File: src/rtl/nor_burst_pkg.sv
package nor_burst_pkg;

    typedef enum logic [2:0] {
        S_IDLE,
        S_SETUP,
        S_ADDR,
        S_LATENCY,
        S_BEATS,
        S_GAP
    } nbr_state_t;

    // Page size in halfwords for a page select code; 0 means no split.
    function automatic int unsigned page_halfwords(input logic [2:0] sel);
        unique case (sel)
            3'd1:    return 64;
            3'd2:    return 128;
            3'd3:    return 256;
            3'd4:    return 512;
            default: return 0;
        endcase
    endfunction

endpackage

File: src/rtl/nbr_clkgen.sv
module nbr_clkgen #(
    parameter int DIV_W = 5
) (
    input  logic             clk,
    input  logic             rst_n,
    input  logic             run,
    input  logic [DIV_W-1:0] div,
    output logic             mem_clk,
    output logic             rise,
    output logic             period_end
);
    logic [DIV_W-1:0] ph;
    logic [DIV_W-1:0] half;

    assign half       = div >> 1;
    assign mem_clk    = run && (ph >= half);
    assign rise       = run && (ph == half);
    assign period_end = run && (ph == div - 1'b1);

    always_ff @(posedge clk or negedge rst_n) begin
        if (!rst_n)          ph <= '0;
        else if (!run)       ph <= '0;
        else if (period_end) ph <= '0;
        else                 ph <= ph + 1'b1;
    end

    assert_phase_in_period_R3: assert property (@(posedge clk) disable iff (!rst_n)
        run |-> (ph < div));

endmodule

File: src/rtl/nbr_assemble.sv
module nbr_assemble #(
    parameter int MW = 16
) (
    input  logic          clk,
    input  logic          rst_n,
    input  logic          start,
    input  logic          wide,
    input  logic          capture,
    input  logic [MW-1:0] beat,
    output logic          rsp_valid,
    output logic [2*MW-1:0] rsp_data
);
    logic          upper;
    logic [MW-1:0] low_q;

    always_ff @(posedge clk or negedge rst_n) begin
        if (!rst_n) begin
            upper     <= 1'b0;
            low_q     <= '0;
            rsp_valid <= 1'b0;
            rsp_data  <= '0;
        end else begin
            rsp_valid <= 1'b0;
            if (start) begin
                upper <= 1'b0;
            end else if (capture) begin
                if (wide && !upper) begin
                    low_q <= beat;
                    upper <= 1'b1;
                end else begin
                    rsp_valid <= 1'b1;
                    rsp_data  <= wide ? {beat, low_q} : {{MW{1'b0}}, beat};
                    upper     <= 1'b0;
                end
            end
        end
    end

    assert_no_back_to_back_wide_R7: assert property (@(posedge clk) disable iff (!rst_n)
        (rsp_valid && wide) |=> !rsp_valid);

endmodule

File: src/rtl/nor_burst_rd.sv
module nor_burst_rd
    import nor_burst_pkg::*;
#(
    parameter int ADDR_W  = 24,
    parameter int MW      = 16,
    parameter int LEN_W   = 4,
    parameter int LAT_W   = 4,
    parameter int DIV_W   = 5,
    parameter int DIV_MIN = 2,
    parameter int DIV_MAX = 16
) (
    input  logic              clk,
    input  logic              rst_n,
    input  logic [DIV_W-1:0]  cfg_div,
    input  logic [LAT_W-1:0]  cfg_lat,
    input  logic [2:0]        cfg_page,
    input  logic              req_valid,
    output logic              req_ready,
    input  logic [ADDR_W-1:0] req_addr,
    input  logic              req_wide,
    input  logic [LEN_W-1:0]  req_len,
    output logic              rsp_valid,
    output logic [2*MW-1:0]   rsp_data,
    output logic              mem_clk,
    output logic              mem_cs_n,
    output logic              mem_adv_n,
    output logic [ADDR_W-2:0] mem_addr,
    input  logic [MW-1:0]     mem_rdata,
    input  logic              mem_wait
);
    localparam int HW_AW  = ADDR_W - 1;
    localparam int BEAT_W = LEN_W + 2;

    nbr_state_t state, state_nx;

    logic [BEAT_W-1:0] beats_left;
    logic [LAT_W-1:0]  lat_cnt, lat_q;
    logic [DIV_W-1:0]  div_q, div_c;
    logic [2:0]        page_q;
    logic              wide_q;
    logic [HW_AW-1:0]  cur_addr, seg_addr, nxt_addr, pg_mask;
    logic              page_on, boundary;
    logic              run, rise, period_end, capture, accept;
    logic [BEAT_W-1:0] beats_init;

    // Inputs and derived values
    assign accept     = req_valid && (state == S_IDLE);
    assign div_c      = (cfg_div < DIV_W'(DIV_MIN)) ? DIV_W'(DIV_MIN) :
                        (cfg_div > DIV_W'(DIV_MAX)) ? DIV_W'(DIV_MAX) : cfg_div;
    assign beats_init = (BEAT_W'(req_len) + BEAT_W'(1)) << req_wide;
    assign page_on    = (page_halfwords(page_q) != 0);
    assign pg_mask    = HW_AW'(page_halfwords(page_q) - 1);
    assign nxt_addr   = cur_addr + 1'b1;
    assign boundary   = page_on && ((nxt_addr & pg_mask) == '0);
    assign capture    = (state == S_BEATS) && rise && !mem_wait;

    nbr_clkgen #(.DIV_W(DIV_W)) u_clk (
        .clk        (clk),
        .rst_n      (rst_n),
        .run        (run),
        .div        (div_q),
        .mem_clk    (mem_clk),
        .rise       (rise),
        .period_end (period_end)
    );

    nbr_assemble #(.MW(MW)) u_asm (
        .clk       (clk),
        .rst_n     (rst_n),
        .start     (accept),
        .wide      (wide_q),
        .capture   (capture),
        .beat      (mem_rdata),
        .rsp_valid (rsp_valid),
        .rsp_data  (rsp_data)
    );

    // State register
    always_ff @(posedge clk or negedge rst_n) begin
        if (!rst_n) state <= S_IDLE;
        else        state <= state_nx;
    end

    // Next state
    always_comb begin
        state_nx = state;
        unique case (state)
            S_IDLE:    if (req_valid) state_nx = S_SETUP;
            S_SETUP:   state_nx = S_ADDR;
            S_ADDR:    if (period_end) state_nx = (lat_q == '0) ? S_BEATS : S_LATENCY;
            S_LATENCY: if (rise && (lat_cnt == lat_q - 1'b1)) state_nx = S_BEATS;
            S_BEATS:   if (capture && ((beats_left == BEAT_W'(1)) || boundary)) state_nx = S_GAP;
            S_GAP:     state_nx = (beats_left == '0) ? S_IDLE : S_SETUP;
            default:   state_nx = S_IDLE;
        endcase
    end

    // Outputs
    always_comb begin
        req_ready = 1'b0;
        mem_cs_n  = 1'b1;
        mem_adv_n = 1'b1;
        run       = 1'b0;
        unique case (state)
            S_IDLE:    req_ready = 1'b1;
            S_SETUP:   begin mem_cs_n = 1'b0; mem_adv_n = 1'b0; end
            S_ADDR:    begin mem_cs_n = 1'b0; mem_adv_n = 1'b0; run = 1'b1; end
            S_LATENCY: begin mem_cs_n = 1'b0; run = 1'b1; end
            S_BEATS:   begin mem_cs_n = 1'b0; run = 1'b1; end
            S_GAP:     ;
            default:   ;
        endcase
    end
    assign mem_addr = seg_addr;

    // Datapath
    always_ff @(posedge clk or negedge rst_n) begin
        if (!rst_n) begin
            beats_left <= '0;
            lat_cnt    <= '0;
            lat_q      <= '0;
            div_q      <= DIV_W'(DIV_MIN);
            page_q     <= '0;
            wide_q     <= 1'b0;
            cur_addr   <= '0;
            seg_addr   <= '0;
        end else begin
            if (accept) begin
                beats_left <= beats_init;
                lat_q      <= cfg_lat;
                div_q      <= div_c;
                page_q     <= cfg_page;
                wide_q     <= req_wide;
                cur_addr   <= req_addr[ADDR_W-1:1];
                seg_addr   <= req_addr[ADDR_W-1:1];
            end
            if (state == S_ADDR) lat_cnt <= '0;
            else if (state == S_LATENCY && rise) lat_cnt <= lat_cnt + 1'b1;
            if (capture) begin
                cur_addr   <= nxt_addr;
                beats_left <= beats_left - 1'b1;
            end
            if (state == S_GAP && beats_left != '0) seg_addr <= cur_addr;
        end
    end

    // Checks next to the logic they guard
    assert_idle_quiet_R1: assert property (@(posedge clk) disable iff (!rst_n)
        req_ready |-> (!mem_clk && mem_cs_n && mem_adv_n));

    assert_first_cycle_clock_held_R2: assert property (@(posedge clk) disable iff (!rst_n)
        $fell(mem_cs_n) |-> (!mem_clk && !mem_adv_n));

    assert_rise_inside_adv_R2: assert property (@(posedge clk) disable iff (!rst_n)
        (rise && !mem_adv_n) |-> $past(!mem_adv_n));

    assert_wait_holds_count_R5: assert property (@(posedge clk) disable iff (!rst_n)
        ((state == S_BEATS) && rise && mem_wait) |=> $stable(beats_left));

    assert_no_sample_in_latency_R4: assert property (@(posedge clk) disable iff (!rst_n)
        (state == S_LATENCY) |=> $stable(cur_addr));

    assert_cs_release_R8: assert property (@(posedge clk) disable iff (!rst_n)
        (capture && beats_left == BEAT_W'(1)) |=> mem_cs_n);

    assert_page_split_R9: assert property (@(posedge clk) disable iff (!rst_n)
        (capture && beats_left > BEAT_W'(1) && boundary) |=> (mem_cs_n && mem_adv_n));

endmodule

File: config.mk
export PLATFORM = sky130hd
export DESIGN_NAME = nor_burst_rd
export DESIGN_NICKNAME = d
export VERILOG_FILES = /design/src/rtl/nor_burst_pkg.sv /design/src/rtl/nbr_clkgen.sv /design/src/rtl/nbr_assemble.sv /design/src/rtl/nor_burst_rd.sv
export SDC_FILE = /design/constraint.sdc
export NUM_CORES = 1
export LEC_CHECK = 0
export BUFFER_PORTS_ARGS = -buffer_cell sky130_fd_sc_hd__buf_2
export CAP_MARGIN = 10
export CORE_ASPECT_RATIO = 0.9
export CORE_MARGIN = 8
export CORE_UTILIZATION = 35
export DETAILED_ROUTE_END_ITERATION = 12
export SETUP_SLACK_MARGIN = 0.05
export SLEW_MARGIN = 20
export SYNTH_ARGS = -nofsm -noshare
export SYNTH_HDL_FRONTEND = slang
export SYNTH_HIERARCHICAL = 1
export SYNTH_SLANG_ARGS = --single-unit
File: constraint.sdc
create_clock -name clk -period 2.9 [get_ports clk]
set_clock_uncertainty 0.1 [all_clocks]
set_input_delay 0.58 -clock clk [delete_from_list [all_inputs] [get_ports clk]]
set_output_delay 0.58 -clock clk [all_outputs]
set_load 0.02 [all_outputs]
[Word level (Yosys, flattened, before mapping)]
Cells that the tools add are included.
W data, S select, Z words.
Cells by class
  $lt $le $gt $ge: 3
  equal/unequal tests: 17
  reduce and logical (&&, ||, !) cells: 30
  div/mod/pow operators: 0
  bitwise operators: 3
  shift-type cells: 1
  $mul: 0
  add/sub/neg operators: 8
  multiplexer cells: 30
Operators by type and width (number)
  $mux W23: 3
  $pmux W10 S4: 1
  $mux W32: 1
  $reduce_bool A32 Y1: 1
  $add A23 B1 Y23 const B: 1
  $and A23 B23 Y23: 1
  $logic_not A23 Y1: 1
  $sub A23 B1 Y23 const B: 1
  $mux W5: 4
  $pmux W3 S6: 1
  $mux W3: 5
  $eq A3 B2 Y1 const B: 4
  $logic_and A1 B1 Y1: 12
  $mux W6: 2
  $mux W1: 11
  $eq A3 B3 Y1 const B: 3
  $mux W4: 2
  $eq A3 B1 Y1 const B: 2
  $eq A6 B1 Y1 const B: 1
  $logic_not A6 Y1: 1
  $ne A2 B2 Y1 const B: 3
  $reduce_and A3 Y1: 2
  $reduce_bool A2 Y1: 3
  $reduce_bool A6 Y1: 1
  other kinds (23): 25
Word-level totals
  memory bits (writable): 0
  memory bits (read-only): 0
  bits in latches: 0
  input bits: 61
  output and inout bits: 60
  flip-flop bits (word level): 127
  word-level logic and storage cells: 106
  memories: 0

[Depth between registers and ports, before layout]
Gate-level depths: netlist of run 1.
  word-level depth: 10
  mapped depth: 14
  mapped depth without buffers: 11

[Hierarchy]
The synthesis of run 1 kept the hierarchy.
By module, submodules not included
  nor_burst_rd: area an instance 4242.8 sq um, seq. area each 1803.0 sq um, instances 1, cells each 485
  nbr_assemble: area an instance 2234.6 sq um, seq. area each 1251.2 sq um, instances 1, cells each 160
  nbr_clkgen: area an instance 456.7 sq um, seq. area each 125.1 sq um, instances 1, cells each 51

[Worst setup path before layout of run 1]
No wires, ideal clock.
  kind: flip-flop to flip-flop
  start point: reg state[2]
  end point: reg u_asm.rsp_data[13]
  data required time: 2.672 ns
  setup time: 0.128 ns
  cell stages (with the launch flop): 14
  clock period less this slack: 3.126 ns
  path slack: -0.226 ns
  arrival: 2.898 ns
  buffers on the path: 4
  cells stage by stage: dfrtp_1 -> clkbuf_1 -> inv_1 -> nand2_1 -> nand2_1 -> nand2_1 -> nor2_1 -> clkbuf_1 -> nand4b_1 -> inv_1 -> buf_2 -> nor3b_4 -> buf_6 -> mux2_1
On the way
  longest elaborated chain between the ends: 7
  elaborated cells on any way between the ends: 12
  classes of those cells: eq/ne: 3; mux: 1; bitwise: 1; reduce/logical: 7
RTL lines
  start: declaration: line nor_burst_rd.sv:34  | nbr_state_t state, state_nx;
  start signal: assignment: line nor_burst_rd.sv:81  | else state <= state_nx;
  $eq A3 B3 Y1 / $eq A3 B2 Y1 (equally long branches): line nor_burst_rd.sv:104  | unique case (state)
  $reduce_or A3 Y1 (no source line) *
  $mux W1 *: line nor_burst_rd.sv:104
  net run: line nor_burst_rd.sv:43  | logic run, rise, period_end, capture, accept;
  $logic_and A1 B1 Y1 *: line nbr_clkgen.sv:17  | assign rise = run && (ph == half);
  net rise: line nor_burst_rd.sv:43
  $logic_and A1 B1 Y1 * (2 in series): line nor_burst_rd.sv:55  | assign capture = (state == S_BEATS) && rise && !mem_wait;
  net capture: line nor_burst_rd.sv:43
  $reduce_and A3 Y1 (no source line) *
  end signal: assignment: line nbr_assemble.sv:32  | rsp_data <= wide ? {beat, low_q} : {{MW{1'b0}}, beat};
  end: declaration: line nbr_assemble.sv:11  | output logic [2*MW-1:0] rsp_data
Mark *: on every way through the listed nets, which the timed path passes. The rest lies on a longest branch.
A chain may end at the register's enable or synchronous reset.

[Worst setup path after layout of run 1]
  start point: reg state[1]
  end point: reg u_asm.rsp_data[1]
On the way
  longest elaborated chain between the ends: 7
  elaborated cells on any way between the ends: 12
  classes of those cells: eq/ne: 3; mux: 1; bitwise: 1; reduce/logical: 7
RTL lines (line)
  $eq A3 B3 Y1 / $eq A3 B2 Y1 (equally long branches): nor_burst_rd.sv:104
  $reduce_or A3 Y1 (no source line) *
  $mux W1 *: nor_burst_rd.sv:104
  net run: nor_burst_rd.sv:43
  $logic_and A1 B1 Y1 *: nbr_clkgen.sv:17
  net rise: nor_burst_rd.sv:43
  $logic_and A1 B1 Y1 * (2 in series): nor_burst_rd.sv:55
  $reduce_and A3 Y1 (no source line) *
Marks and branches as above.

==> reports/results.tsv, run 1 <==
metric	value	unit
H-tree depth	4	
DR pass1 iterations	5	
CP required	3.10	ns
Die Y-Extent	150	um
fraction of registers with async set/reset	1.00	
Crit path top cell by count	nand2_1	
met1 WL	8.00	mm
setup TNS	0	ns
Critical path origin	state[1]	
die area	24600	sq um
initial antenna violation count	2	
maximum fanout along the worst path	33	
Slew Viols, Final	0	
CTS buffer count	17	
Yosys top cell area share	0.455	
status	finished clean	
Max Cap Viol	0	
routed wire length	17.8	mm
first-pass GRT wire length	28.7	mm
post-CTS sizing	0	
Power per Cell Area	483	nW/um^2
Die Wd	164	um
DR vias/cell	5.09	
Total Routing Usage GR	0.147	
cts hold-fix bufs	0	
footprint of the multi-input gates	3420	sq um
largest net degree at the start of global routing	48	
worst min path class	in -> async	
Avg Inst Size Synth	9.96	sq um
met3 wire length	1.38	mm
met2 wire len	8.08	mm
CP Cell Sequence	nor2_4, nand2_1, nand2_2, nand2_1, nor2_1, nand4b_1, inv_2, nor3b_4, buf_12, mux2_2	
Storage cell area	3180	sq um
Lkg Pwr	4.06	nW
top cells by area, synth	dfrtp_1 (45%), nand2_1 (6.1%), mux2_2 (5.7%)	
Starting Density	0.352	
Post-Synthesis Cells	696	
Synthesized Nets	774	
EDFF count, synth	0	
RePlAce Congestion	0.843	
Root Driver	clkbuf_16	
Primary FF master, synth	dfrtp_1	
# Post-CTS Setup Buffers	0	
CP Capture Type	flip-flop	
antenna-violating nets left	0	
Crit path buffers/inverters	2	
grt ovf	0	
fin crit period	2.62	ns
Hold Fails Final Rpt	0	
CTS tree	built	
register bit total from synthesis	127	
Detailed Route Iter0 Violations	370	
core box area	19700	sq um
post-synth top area cell	dfrtp_1	
RSZ-0062 raised after global routing	no	
Syn-to-layout area delta	22.2	%
Max Buffers Root-to-Sink	2	
synth unique cells	66	
DR top layer	met5	
cell family with most CP delay	simple AND/OR/NAND/NOR gates	
sequential area share after synthesis	0.458	
fillers	1908	
vias in the first global route	5562	
commonest cells after routing, fill and taps aside	dfrtp_1 (126), buf_2 (118), nand2_1 (110)	
DRC	0	
crit path kind	reg -> reg	
critical path's slowest cell	dfrtp_1	
num ports	121	
Clk pin slew, worst setup/hold paths	0.06	ns
Peak VDD IR	0.392	mV
Worst Setup Start Kind	flip-flop	
Sink Count	127	
period utilization	0.904	
# rows	49	
max_slew headroom	0.476	
ANT cells	0	
maximum clock rate	382	MHz
Final Power	4.09	mW
share of post-route cells with drive strength above 1	0.287	
number of port buffers	119	
worst skew pair latency	0.42	ns
commonest non-fill, non-tap cell in the layout	dfrtp_1	
fin nets	895	
Synthesis Warnings	6	
DR WL/cell	16.4	um
setup violators final	0	
dpl hpwl	12.6	mm
slowest stage delay, CP	0.48	ns
Worst Path Arrival	2.82	ns
r2r startpoint	state[1]	
synthesized area	6930	sq um
DR vias	5520	
Tightest Pin Transition	0.779	ns
-- worst paths after layout --
path	end	slack, ns	cells past startpoint
worst max-delay path	u_asm/rsp_data[1]	0.28	10
worst min-delay path	u_asm/rsp_data[16]	0.08	1
worst max register to register	u_asm/rsp_data[1]	0.28	10
worst min register to register	u_asm/rsp_data[13]	0.40	1
max in group asynchronous	cur_addr[5]	1.90	2
min in group clk	div_q[1]	0.22	2
-- per-stage QoR --
step                      worst slack, ns  cells  cell area, sq um  utilization  hold slack, ns
after floorplan                    0.0888    696              6950            -           0.184
after global placement              0.338   1053              7870        0.400           0.364
after detailed placement            0.305   1053              7870        0.400           0.386
after CTS                           0.288   1084              8470        0.431          0.0945
after global routing               0.0996   1084              8470        0.431           0.125
final                               0.279   1084              8470        0.431          0.0787
-- power by group --
| part | internal (mW) | switching, mW |
|---|---|---|
| Clock | 1.37 | 0.825 |
| Sequential | 1.77 | 0 |
| Combinational | 0.0493 | 0.0738 |
-- area by class of cell --
class / count / area share
clock inverters: 13 / 0.0193
flip-flops and latches: 127 / 0.375
multi-input cells: 494 / 0.404
clock buffers: 18 / 0.0518
repair buffers: 141 / 0.0960
well taps: 255 / 0.0376
inverters: 36 / 0.0159
-- registers in the layout, summed over array words and instances (netlist names), 5 cells and up --
signal,count
u_asm/rsp_data,32
cur_addr,23
mem_addr,23
u_asm/low_q,16
beats_left,6
div_q,5
u_clk/ph,5
-- cells in the mapped netlist, drive strengths merged (3+ instances only) --
cell / count
nor2: 32
and3: 4
mux2i: 32
nand2: 114
nor4: 5
a221o: 9
a21oi: 32
mux2: 48
a311oi: 4
inv: 36
clkbuf: 17
nand4: 7
a211oi: 4
xnor2: 16
a31oi: 4
xor2: 14
dfrtp: 126
ha: 17
a21o: 10
o21ai: 48
nor2b: 6
nand3: 20
o311ai: 5
o22ai: 4
buf: 22
nand4b: 3
nor3: 18
o211a: 4
nor3b: 8
o211ai: 3
-- kinds of logic (layout without fill, tap and decap cells) --
| group | Yosys count | in the layout | share of synthesized area |
|---|---|---|---|
| and+or+nand+nor | 227 | 227 | 0.162 |
| buffers and inverters | 75 | 208 | 0.0494 |
| DFF | 127 | 127 | 0.458 |
| adders and majority gates | 17 | 17 | 0.0307 |
| AOI/OAI and AO/OA | 140 | 140 | 0.132 |
| muxes | 80 | 80 | 0.130 |
| xor gates and xnor gates | 30 | 30 | 0.0379 |
-- routing by layer --
layer,vias up,global-route usage
met5,-,0
met4,4,0.0509
met3,26,0.0446
met2,152,0.231
met1,2647,0.190
li1,2691,-
No activity file was read; power rests on OpenSTA's default activity.
==> run 2: changes to the inputs <==
--- a/config.mk
+++ b/config.mk
@@ -15,5 +15,4 @@
 export SLEW_MARGIN = 20
 export SYNTH_ARGS = -nofsm -noshare
 export SYNTH_HDL_FRONTEND = slang
-export SYNTH_HIERARCHICAL = 1
 export SYNTH_SLANG_ARGS = --single-unit
==> run 2 against run 1 <==
  * Fmax rose by 2.9%
  * Die area shrank 2.4%
  * Clock power up 5%
  * Sequential share of layout area increased by 0.90 points
  * Synthesized cell count increased by 3.9%
  * Clock-buffer cell count shrank 1
  * Non-clock buffer count fell by 4
  * Critical path depth is 5 lower
  * First-iteration DRC count fell by 18%
  * Critical path type is now reg -> out
  * Largest cell class unchanged
==> reports/results.tsv, run 2 <==
metric	value	unit
initial antenna violation count	0	
setup violators final	0	
Slew Viols, Final	0	
post-synthesis mux area share	0.0715	
fin nets	907	
dpl cells	1060	
Die Y-Extent	148	um
post-synth top area cell	dfrtp_1	
Total Routing Usage GR	0.151	
RePlAce Congestion	0.829	
CTS buffer count	17	
max_slew headroom	0.513	
DR pass1 iterations	4	
Commonest cells post-synth	nand2_1 (129), dfrtp_1 (126), o21ai_0 (65)	
H-tree depth	4	
DR vias	5633	
Hold Fails Final Rpt	0	
# rows	48	
Hold Path Stages	3	
post-CTS sizing	0	
antenna-violating nets left	0	
Power per Cell Area	505	nW/um^2
Tightest Pin Transition	0.729	ns
worst skew pair latency	0.42	ns
Primary FF master, synth	dfrtp_1	
CP Capture Type	primary output	
period utilization	0.878	
CTS tree	built	
end-of-flow core utilization	0.435	
die area	24000	sq um
non-filler instance count after layout	1093	
Synthesis Warnings	0	
Lkg Pwr	4.19	nW
share of post-route cells with drive strength above 1	0.235	
number of port buffers	119	
Worst Path Arrival	1.87	ns
met1 usage	0.212	
worst min path class	in -> reg	
sequential area share after synthesis	0.471	
EDFF count, synth	0	
maximum clock rate	393	MHz
Die Wd	162	um
GR Layer Usage met3	0.0389	
Clk pin slew, worst setup/hold paths	0.06	ns
num ports	121	
largest family of logic cells by synthesized area	simple AND/OR/NAND/NOR gates	
R2R depth	10	
largest net degree at the start of global routing	62	
PnR worst setup slack	0.353	ns
routed wire length	17.6	mm
top cells by area, synth	dfrtp_1 (47%), nand2_1 (7.2%), o21ai_0 (4.8%)	
RSZ-0062 raised after global routing	no	
synth unique cells	69	
core box area	19000	sq um
maximum fanout along the worst path	4	
commonest cells after routing, fill and taps aside	nand2_1 (128), dfrtp_1 (126), buf_2 (118)	
ANT cells	0	
xor/xnor share of the synthesized area	0.0311	
DR WL/cell	16.1	um
WHS	0.253	ns
DR vias/cell	5.15	
Post-Synthesis Cells	723	
Worst Setup Start Kind	flip-flop	
vias in the first global route	5492	
Detailed Route Iter0 Violations	304	
status	finished clean	
most flop-heavy register	u_asm.rsp_data	
fin crit period	2.55	ns
crit path kind	reg -> out	
grt ovf	0	
met2 Usage GRT	0.222	
setup TNS	0	ns
Syn-to-layout area delta	22.6	%
Storage cell area	3180	sq um
fraction of registers with async set/reset	1.00	
# Post-CTS Setup Buffers	0	
DRC	0	
Post-Synth Simple-Gate Area	0.203	
register bit total from synthesis	127	
max FFs per register	32	
adder-cell share of the synthesized area	0.0297	
synthesized area	6750	sq um
Peak VDD IR	0.404	mV
post-synthesis compound-gate area fraction	0.153	
Max Cap Viol	0	
Synthesized Nets	800	
r2r setup slk	0.47	ns
top-count cell post-synth	nand2_1	
Sink Count	127	
Max Buffers Root-to-Sink	2	
commonest non-fill, non-tap cell in the layout	nand2_1	
Yosys top cell area share	0.467	
dpl hpwl	12.4	mm
first-pass GRT wire length	29.0	mm
CP required	2.22	ns
Starting Density	0.355	
worst slack, placed	0.248	ns
GRT busiest layer	met2	
footprint of the multi-input gates	3310	sq um
Avg Inst Size Synth	9.34	sq um
fillers	1868	
Root Driver	clkbuf_16	
==> run 2: cell types whose count changed in the layout (fill, tap and decap cells not counted), sizes merged, moves of 6 or more <==
cell / change
and3: +7
o21ai: +19
a221o: -7
a31oi: +6
inv: -18
nand3: +15
mux2: -30
nand2: +16
xor2: -7
==> run 2: layout make-up <==
| cell class | instances | area share |
|---|---|---|
| multi-input cells | 530 | 0.400 |
| flip-flops and latches | 127 | 0.384 |
| inverters | 17 | 0.00771 |
| well taps | 250 | 0.0378 |
| clock buffers | 17 | 0.0514 |
| clock inverters | 15 | 0.0254 |
| repair buffers | 137 | 0.0934 |
==> run 2: power breakdown <==
part / internal [mW] / switching, mW
sequential: 1.77 / 0
combinational: 0.0429 / 0.0695
clock: 1.45 / 0.847
==> run 2: kinds of logic (layout without fill, tap and decap cells) <==
family,after synthesis,count (layout)
and+or+nand+nor,283,283
AOI/OAI and AO/OA,161,161
DFF,127,127
buffers and inverters,66,186
muxes,46,46
xor gates and xnor gates,24,24
adders and majority gates,16,16
==> run 2: final timing paths <==
check                              startpoint                  to
setup reg to reg                  u_clk.ph[0]   u_asm.rsp_data[0]
hold reg to reg            u_asm.rsp_data[19]  u_asm.rsp_data[19]
min in group asynchronous               rst_n            div_q[0]
hold / removal                     cfg_lat[3]            lat_q[3]
max in group asynchronous               rst_n           page_q[1]
setup / recovery                  u_clk.ph[3]             mem_clk
==> run 2: critical path, stage by stage (launching register included) <==
cell and delay [ns]:
dfrtp_1 0.45, ha_1 0.32, and3_1 0.23, o21ai_0 0.11, a21oi_1 0.15, buf_2 0.19
==> run 2: stage by stage <==
step,power (mW),instance area (sq um)
detailed placement,1.92,7630
global route,4.32,8280
floorplan,1.82,6750
finish,4.18,8280
CTS,4.25,8270
global placement,1.92,7630
==> run 2: per-layer routing <==
layer / vias to the layer above / share of wire
met2: 135 / 0.43
met5: - / 0
li1: 2786 / -
met3: 20 / 0.061
met1: 2692 / 0.50
met4: 0 / 0.014
==> run 2: timing repair <==
action | CTS | global route
hold endpoints to repair | 26 | 0
hold buffers | 1 | 0
endpoints found under the setup margin | 0 | 0
==> run 3: changes to the inputs <==
==> constraint.sdc (replaced) <==
create_clock -name clk -period 3 [get_ports clk]
set_clock_uncertainty 0.1 [all_clocks]
set_input_delay 0.6 -clock clk [delete_from_list [all_inputs] [get_ports clk]]
set_output_delay 0.6 -clock clk [all_outputs]
set_load 0.02 [all_outputs]
==> run 3 against run 2 <==
  * Combinational power is 5% lower
  * Routed wire length about the same
  * Register-to-register slack gained 0.10 ns
  * Sequential power down 3%
  * Hold slack worse by 0.21 ns
  * Clock power decreased by 14%
  * Worst setup slack gained 0.12 ns
  * Global-route usage rose by 0.15 points
  * Sequential share of layout area rose by 0.61 points
  * Via count fell by 0.16%
==> reports/results.tsv, run 3 (same netlist as run 2, synthesis figures left out) <==
metric	value	unit
status	finished clean	
Slew Viols, Final	0	
Worst Setup EP	mem_clk	
switching share of power	0.235	
Crit path buffers/inverters	1	
crit path kind	reg -> out	
R2R depth	10	
cell family with most CP delay	flip-flops	
Hold Fails Final Rpt	0	
max_slew headroom	0.544	
most flop-heavy register	u_asm.rsp_data	
RSZ-0062 raised after global routing	no	
DRC	0	
Area after DPL	7580	sq um
dpl hpwl	12.4	mm
Clock Power Share	0.519	
Comb pwr share	0.028	
Max Cap Viol	0	
CP Cell Sequence	ha_1, and3_1, o21ai_0, a21oi_1, buf_2	
Detailed Route Iter0 Violations	363	
Root Driver	clkbuf_16	
WHS	0.0410	ns
Lkg Pwr	4.11	nW
Clk pin slew, worst setup/hold paths	0.06	ns
end-of-flow core utilization	0.428	
Pint	2.90	mW
Worst R2R End	u_asm.rsp_data[6]	
routed wire length	17.6	mm
r2r startpoint	u_clk.ph[0]	
period utilization	0.844	
CTS tree	built	
Sw Pwr	0.888	mW
DR vias/cell	5.16	
DR pass1 iterations	5	
maximum clock rate	395	MHz
core box area	19000	sq um
initial antenna violation count	0	
number of port buffers	119	
slowest stage delay, CP	0.45	ns
max FFs per register	32	
cts hold-fix bufs	0	
design area	8150	sq um
fillers	1857	
CP required	2.30	ns
RePlAce Congestion	0.828	
vias in the first global route	5602	
setup TNS	0	ns
Sink Count	127	
CP Capture Type	primary output	
share of post-route cells with drive strength above 1	0.232	
Tightest Pin Transition	0.684	ns
setup violators final	0	
# rows	48	
Critical path origin	u_clk.ph[2]	
worst min path class	in -> async	
ANT cells	0	
Final Power	3.79	mW
DR WL/cell	16.2	um
# Post-CTS Setup Buffers	0	
fin nets	903	
Worst Path Arrival	1.83	ns
Total Routing Usage GR	0.152	
Power per Cell Area	465	nW/um^2
Sequential Power Share	0.453	
maximum fanout along the worst path	5	
Syn-to-layout area delta	20.7	%
Die Wd	162	um
die area	24000	sq um
worst slack, placed	0.368	ns
Max Buffers Root-to-Sink	2	
PnR worst setup slack	0.468	ns
antenna-violating nets left	0	
commonest cells after routing, fill and taps aside	nand2_1 (128), dfrtp_1 (126), buf_2 (118)	
first-pass GRT wire length	29.2	mm
Peak VDD IR	0.351	mV
grt ovf	0	
fin crit period	2.53	ns
Stages on worst setup path	5	
non-filler instance count after layout	1089	
largest net degree at the start of global routing	68	
num ports	121	
Worst Setup Start Kind	flip-flop	
CTS buffer count	17	
H-tree depth	4	
commonest non-fill, non-tap cell in the layout	nand2_1	
critical path's slowest cell	dfrtp_1	
Starting Density	0.355	
post-CTS sizing	0	
DR vias	5624	
Die Y-Extent	148	um
worst skew pair latency	0.41	ns
dpl cells	1057	
r2r setup slk	0.57	ns
## run 3: cell count changes in the layout (fill, tap and decap cells not counted), sizes merged
| cell | change |
|---|---|
| dlygate4sd3 | -1 |
| clkinv | -3 |
| bufinv | -3 |
| buf | -3 |
| clkinvlp | +6 |
## run 3: power by group through the flow
stage | clock (mW) | sequential [mW] | combinational (mW)
floorplan | 0 | 1.74 | 0.0136
global placement | 0 | 1.74 | 0.108
detailed placement | 0 | 1.74 | 0.109
CTS | 2.01 | 1.71 | 0.109
global route | 2.09 | 1.71 | 0.122
finish | 1.97 | 1.71 | 0.106
## run 3: worst register-to-register path, delay by kind of cell, from the launching register on
kind                       cells  cell delay, ns
AOI/OAI and AO/OA              2            0.16
adders and majority gates      1            0.28
buffers and inverters          3            0.58
DFF                            1            0.42
and+or+nand+nor                4            0.75
## run 3: area by class of cell
class / instances / area, sq um / area share
clock buffer: 17 / 425 / 0.0522
clock inverter: 15 / 139 / 0.0170
inverter: 17 / 63.8 / 0.00783
multi-input combinational: 530 / 3310 / 0.406
sequential: 127 / 3180 / 0.390
tap: 250 / 313 / 0.0384
timing repair buffer: 133 / 716 / 0.0879
## run 3: worst min path at each step
stage,slack (ns),start,end,depth (start not counted)
2_1_floorplan,0.20,rst_n,beats_left[0],0
3_3_place_gp,0.34,u_asm.rsp_data[26],u_asm.rsp_data[26],2
3_5_place_dp,0.35,u_asm.rsp_data[18],u_asm.rsp_data[18],2
4_1_cts,0.04,rst_n,u_asm.rsp_data[30],1
5_1_grt,0.06,rst_n,div_q[4],1
6_report,0.04,rst_n,div_q[3],1
## run 3: routing by layer
layer  routed length (um)  up-vias  GRT usage
li1                     -     2766          -
met1                 8660     2687      0.212
met2                 7600      155      0.226
met3                 1140       16     0.0403
met4                  190        0     0.0500
met5                    0        -          0
